File: src/rtl/cfg_guard_pkg.sv
package cfg_guard_pkg;
  typedef enum logic [1:0] {
    OP_LOCK  = 2'd0,
    OP_FUSE  = 2'd1,
    OP_ERASE = 2'd2,
    OP_RSVD  = 2'd3
  } cmd_op_e;

  localparam logic [1:0] PROT_OPEN = 2'b11;
endpackage

File: src/rtl/cfg_guard_lock.sv
module cfg_guard_lock
  import cfg_guard_pkg::*;
(
  input  logic       clk,
  input  logic       cold_n,
  input  logic       wr_en,
  input  logic [1:0] wr_bits,
  input  logic       erase,
  output logic [1:0] lock_q,
  output logic       wr_allow,
  output logic       rd_allow
);
  logic [1:0] lock_d;
  logic       lock_en;

  always_comb begin
    lock_en = wr_en | erase;
    lock_d  = lock_q;
    if (erase)      lock_d = PROT_OPEN;
    else if (wr_en) lock_d = lock_q & wr_bits;
  end

  always_ff @(posedge clk or negedge cold_n) begin
    if (!cold_n)      lock_q <= PROT_OPEN;
    else if (lock_en) lock_q <= lock_d;
  end

  assign wr_allow = &lock_q;
  assign rd_allow = |lock_q;
endmodule

File: src/rtl/cfg_guard_fuse.sv
module cfg_guard_fuse #(
  parameter int FUSE_W = 8
) (
  input  logic              clk,
  input  logic              cold_n,
  input  logic              rst_n,
  input  logic              wr_en,
  input  logic [FUSE_W-1:0] wr_val,
  output logic [FUSE_W-1:0] active_q
);
  logic [FUSE_W-1:0] stored_q, stored_d;
  logic              loaded_q;
  logic [FUSE_W-1:0] active_d;
  logic              active_en;

  always_comb begin
    stored_d  = wr_val;
    active_d  = stored_q;
    active_en = ~loaded_q;
  end

  always_ff @(posedge clk or negedge cold_n) begin
    if (!cold_n)    stored_q <= '1;
    else if (wr_en) stored_q <= stored_d;
  end

  always_ff @(posedge clk or negedge rst_n) begin
    if (!rst_n) begin
      active_q <= '1;
      loaded_q <= 1'b0;
    end else if (active_en) begin
      active_q <= active_d;
      loaded_q <= 1'b1;
    end
  end
endmodule

File: src/rtl/cfg_guard_gate.sv
module cfg_guard_gate #(
  parameter int DATA_W = 8
) (
  input  logic              wr_req,
  input  logic              rd_req,
  input  logic [DATA_W-1:0] rd_in,
  input  logic              wr_allow,
  input  logic              rd_allow,
  output logic              wr_gnt,
  output logic              rd_gnt,
  output logic [DATA_W-1:0] rd_out
);
  always_comb begin
    wr_gnt = wr_req & wr_allow;
    rd_gnt = rd_req & rd_allow;
    rd_out = rd_allow ? rd_in : '1;
  end
endmodule

File: src/rtl/cfg_guard.sv
module cfg_guard
  import cfg_guard_pkg::*;
#(
  parameter int FUSE_W       = 8,
  parameter int NMEM         = 2,
  parameter int DATA_W       = 8,
  parameter int PRESERVE_BIT = 3
) (
  input  logic                     clk,
  input  logic                     cold_n,
  input  logic                     rst_n,
  input  logic                     cmd_valid,
  input  logic [1:0]               cmd_op,
  input  logic [FUSE_W-1:0]        cmd_data,
  output logic                     cmd_done,
  output logic                     cmd_ok,
  output logic                     flash_erase,
  output logic                     eeprom_erase,
  output logic [1:0]               lock_state,
  output logic [FUSE_W-1:0]        fuse_active,
  input  logic [NMEM-1:0]          mem_wr_req,
  input  logic [NMEM-1:0]          mem_rd_req,
  input  logic [NMEM*DATA_W-1:0]   mem_rd_data_i,
  output logic [NMEM-1:0]          mem_wr_gnt,
  output logic [NMEM-1:0]          mem_rd_gnt,
  output logic [NMEM*DATA_W-1:0]   mem_rd_data_o
);
  localparam int PB = (PRESERVE_BIT < FUSE_W) ? PRESERVE_BIT : FUSE_W - 1;

  cmd_op_e op;
  logic    prot_wr, fuse_wr, erase;
  logic    wr_allow, rd_allow;
  logic    done_d, ok_d, fe_d, ee_d;

  always_comb begin
    op      = cmd_op_e'(cmd_op);
    prot_wr = 1'b0;
    fuse_wr = 1'b0;
    erase   = 1'b0;
    ok_d    = 1'b0;
    if (cmd_valid) begin
      unique case (op)
        OP_LOCK:  begin prot_wr = 1'b1; ok_d = 1'b1; end
        OP_FUSE:  begin fuse_wr = wr_allow; ok_d = wr_allow; end
        OP_ERASE: begin erase = 1'b1; ok_d = 1'b1; end
        default:  ok_d = 1'b0;
      endcase
    end
    done_d = cmd_valid;
    fe_d   = erase;
    ee_d   = erase & fuse_active[PB];
  end

  always_ff @(posedge clk or negedge rst_n) begin
    if (!rst_n) begin
      cmd_done     <= 1'b0;
      cmd_ok       <= 1'b0;
      flash_erase  <= 1'b0;
      eeprom_erase <= 1'b0;
    end else begin
      cmd_done     <= done_d;
      cmd_ok       <= ok_d;
      flash_erase  <= fe_d;
      eeprom_erase <= ee_d;
    end
  end

  cfg_guard_lock u_lock (
    .clk      (clk),
    .cold_n   (cold_n),
    .wr_en    (prot_wr),
    .wr_bits  (cmd_data[1:0]),
    .erase    (erase),
    .lock_q   (lock_state),
    .wr_allow (wr_allow),
    .rd_allow (rd_allow)
  );

  cfg_guard_fuse #(.FUSE_W(FUSE_W)) u_fuse (
    .clk      (clk),
    .cold_n   (cold_n),
    .rst_n    (rst_n),
    .wr_en    (fuse_wr),
    .wr_val   (cmd_data),
    .active_q (fuse_active)
  );

  for (genvar g = 0; g < NMEM; g++) begin : g_mem
    cfg_guard_gate #(.DATA_W(DATA_W)) u_gate (
      .wr_req   (mem_wr_req[g]),
      .rd_req   (mem_rd_req[g]),
      .rd_in    (mem_rd_data_i[g*DATA_W +: DATA_W]),
      .wr_allow (wr_allow),
      .rd_allow (rd_allow),
      .wr_gnt   (mem_wr_gnt[g]),
      .rd_gnt   (mem_rd_gnt[g]),
      .rd_out   (mem_rd_data_o[g*DATA_W +: DATA_W])
    );
  end
endmodule

File: config.mk
export PLATFORM = sky130hd
export DESIGN_NAME = cfg_guard
export DESIGN_NICKNAME = d
export VERILOG_FILES = /design/src/rtl/cfg_guard_pkg.sv /design/src/rtl/cfg_guard_lock.sv /design/src/rtl/cfg_guard_fuse.sv /design/src/rtl/cfg_guard_gate.sv /design/src/rtl/cfg_guard.sv
export SDC_FILE = /design/constraint.sdc
export NUM_CORES = 1
export LEC_CHECK = 0
export ABC_AREA = 1
export CELL_PAD_IN_SITES_DETAIL_PLACEMENT = 1
export CELL_PAD_IN_SITES_GLOBAL_PLACEMENT = 2
export CORE_ASPECT_RATIO = 1.75
export CORE_MARGIN = 4
export CORE_UTILIZATION = 21
export CTS_CLUSTER_SIZE = 40
export DETAILED_ROUTE_END_ITERATION = 7
export PLACE_DENSITY = 0.92
export SYNTH_ARGS = -nofsm -noshare
export SYNTH_HDL_FRONTEND = slang
export SYNTH_SLANG_ARGS = --single-unit
File: constraint.sdc
create_clock -name clk -period 2.09 [get_ports clk]
set_clock_uncertainty 0.2 [all_clocks]
set_input_delay 0.209 -clock clk [delete_from_list [all_inputs] [get_ports clk]]
set_output_delay 0.209 -clock clk [all_outputs]
set_load 0.005 [all_outputs]
==> results.sh <==
export IMPL_worst_pin_slew_ns=0.577
export IMPL_ant_nets=0
export IMPL_htree_levels=1
export IMPL_design_area_sq_um=1830
export IMPL_final_common_cell="clkdlybuf4s50_1"
export IMPL_finalSetupViolations=0
export IMPL_yosysSeqAreaShare_pct=56.2
export IMPL_setup_tns_final_ns=0
export IMPL_cts_root_buf="clkbuf_8"
export IMPL_synth_adder_area_share_pct=0
export IMPL_post_dp_hpwl_mm=2.65
export IMPL_synth_area_sq_um=1060
export IMPL_hold_slack_ns=0.115
export IMPL_grt_pass1_vias=1036
export IMPL_initial_utilization_pct=21.6
export IMPL_syn_inst=107
export IMPL_status="finished, final reports clean"
export IMPL_worstSetupPathType="reg2out"
export IMPL_overflow=0
export IMPL_arrival_ns=1.61
export IMPL_slew_viol_final=0
export IMPL_route_met3_wl_um=197
export IMPL_highest_layer="met4"
export IMPL_synth_top_family_by_area="simple AND/OR/NAND/NOR gates"
export IMPL_ys_warn_count=0
export IMPL_routedWlPerCell_um=13.5
export IMPL_max_slew_margin_rel_pct=61.4
export IMPL_drive_gt1_share_pct=25.4
export IMPL_mostFrequentLayoutCells="clkdlybuf4s50_1, nand2_1, dfstp_2"
export IMPL_core_area_sq_um=4930
export IMPL_hold_violations=0
export IMPL_clk_latency_ns=0.26
export IMPL_hold_class="in2async"
export IMPL_fin_crit_ns=2.02
export IMPL_yosys_mux_area_fraction_pct=7.40
export IMPL_crit_path_end_kind="output port"
export IMPL_power_frac_seq_pct=48.7
export IMPL_diodes=0
export IMPL_drtIter0Drc=28
export IMPL_met2_length_mm=1.84
export IMPL_drc=0
export IMPL_synth_compound_area_share_pct=1.88
export IMPL_ys_seq_elements=23
export IMPL_antenna_found_initial=0
export IMPL_drtPass1Iterations=3
export IMPL_synth_area_per_cell_sq_um=9.95
export IMPL_finalCritPeriodShare_pct=96.8
export IMPL_syn_nets=141
export IMPL_swShare_pct=25.1
export IMPL_cts_hold_buf=0
export IMPL_die_h_um=102
export IMPL_p_int_mw=1.12
export IMPL_synth_cell_type_count=19
export IMPL_ios=68
export IMPL_fin_cells=227
export IMPL_die_area_sq_um=6320
export IMPL_area_delta_synth_final_pct=71.9
export IMPL_crit_fanout=18
export IMPL_power_density_nw_per_um2=815
export IMPL_power_switching_uw=375
export IMPL_rsz0062_at_grt="yes"
export IMPL_via_per_inst=4.15
export IMPL_synth_xor_area_share_pct=0
export IMPL_placed_area_sq_um=1760
export IMPL_cap_violations=0
export IMPL_fin_nets=208
export IMPL_final_core_util_pct=37.1
export IMPL_required_ns=1.68
export IMPL_gp_congestion=0.680
export IMPL_startpoint_type="flop"
export IMPL_dp_cells=222
export IMPL_p_leak_nw=0.824
export IMPL_synth_simple_area_share_pct=26.6
export IMPL_max_freq_ghz=0.494
export IMPL_vdd_ir_drop_max_v=0.000504
export IMPL_portBuffers=67
export IMPL_grt_use_total_pct=10.5
export IMPL_combPwrFrac_pct=33.4
export IMPL_grt_pass1_wl_mm=4.99
export IMPL_std_cell_rows=34
export IMPL_drt_met1_wl_um=998
export IMPL_cts_buffers=3
export IMPL_cts_tree="yes"
export IMPL_cts_buffer_depth=2
export IMPL_cts_clk_slew_worst_paths_ns=0.08
export IMPL_routed_wl_mm=3.05
export IMPL_clock_sinks=23
export IMPL_dr_total_vias=943
export IMPL_grt_max_degree=19
export IMPL_clkPwrFrac_pct=17.9
export IMPL_die_width_um=61.8
-- critical path, stage by stage, from the launching register on --
cell and delay [ns]:
dfstp_2 0.59, nor2_4 0.09, or2_1 0.21, clkdlybuf4s50_1 0.47
-- power groups by stage --
stage	registers [mW]	logic [mW]	clock network (mW)
after floorplan	0.722	0.189	0
after global placement	0.726	0.501	0
after detailed placement	0.736	0.516	0
after CTS	0.730	0.517	0.277
after global routing	0.749	0.554	0.300
final	0.726	0.499	0.267
-- final timing paths --
check	slack, ns	from	depth (start not counted)	endpoint
min in group clk	0.26	u_fuse.active_d[6]	2	u_fuse.active_d[6]
setup reg to reg	0.71	u_lock.lock_q[1]	5	u_fuse.active_d[7]
max in group asynchronous	1.20	rst_n	1	u_fuse.active_q[3]
hold / removal	0.11	rst_n	1	u_fuse.loaded_q
hold reg to reg	0.26	u_fuse.active_d[6]	2	u_fuse.active_d[6]
setup / recovery	0.07	u_lock.lock_q[1]	3	mem_rd_data_o[4]
-- per-stage QoR --
stage          worst slack (ns)  power, mW
2_1_floorplan             0.711      0.911
3_3_place_gp              0.187       1.23
3_5_place_dp              0.151       1.25
4_1_cts                 0.00502       1.52
5_1_grt                 -0.0497       1.60
6_report                 0.0674       1.49
-- metal layers --
metal / GRT usage (%) / up-vias
met2: 20.5 / 29
met5: 0 / -
met1: 10.4 / 453
met3: 2.02 / 2
li1: - / 459
met4: 3.43 / 0
-- cell usage after synthesis --
master   number  area [sq um]
dfrtp_1       5           125
nor2_4        1          11.3
nor2_2        2          12.5
buf_2         2          10.0
o21ai_0       3          15.0
nor2_1        6          22.5
inv_1         8          30.0
mux2_2        7          78.8
a21oi_1       1          5.00
dfstp_2      18           473
nand2_2       1          6.26
or2_2         8          50.1
or2_1         8          50.1
nand2_1      20          75.1
inv_2         1          3.75
nand3_2       1          10.0
nand3_1       9          45.0
buf_4         5          37.5
conb_1        1          3.75
-- flip-flops by register name (all words and copies together), names as in the netlist --
name             count
eeprom_erase         1
u_fuse.active_q      8
flash_erase          1
u_lock.lock_q        2
u_fuse.loaded_q      1
cmd_ok               1
cmd_done             1
u_fuse.active_d      8
-- cell families after synthesis --
logic type,after synthesis
buffers and inverters,16
other,1
AOI/OAI and AO/OA,4
muxes,7
DFF,23
and+or+nand+nor,56
-- repair_timing --
action / 4_1_cts / 5_1_grt
pin swaps: 0 / 2
setup endpoints to repair: 16 / 14
buffers inserted: 1 / 0
gates resized for setup: 5 / 6
-- final cells by class --
| cell class | count | area [sq um] |
|---|---|---|
| Clock buffer | 4 | 45.0 |
| Fill cell | 560 | 3100 |
| Inverter | 9 | 33.8 |
| Multi-Input combinational cell | 68 | 390 |
| Sequential cell | 23 | 598 |
| Tap cell | 54 | 67.6 |
| Timing Repair Buffer | 69 | 696 |
No activity file was read; power rests on OpenSTA's default activity.
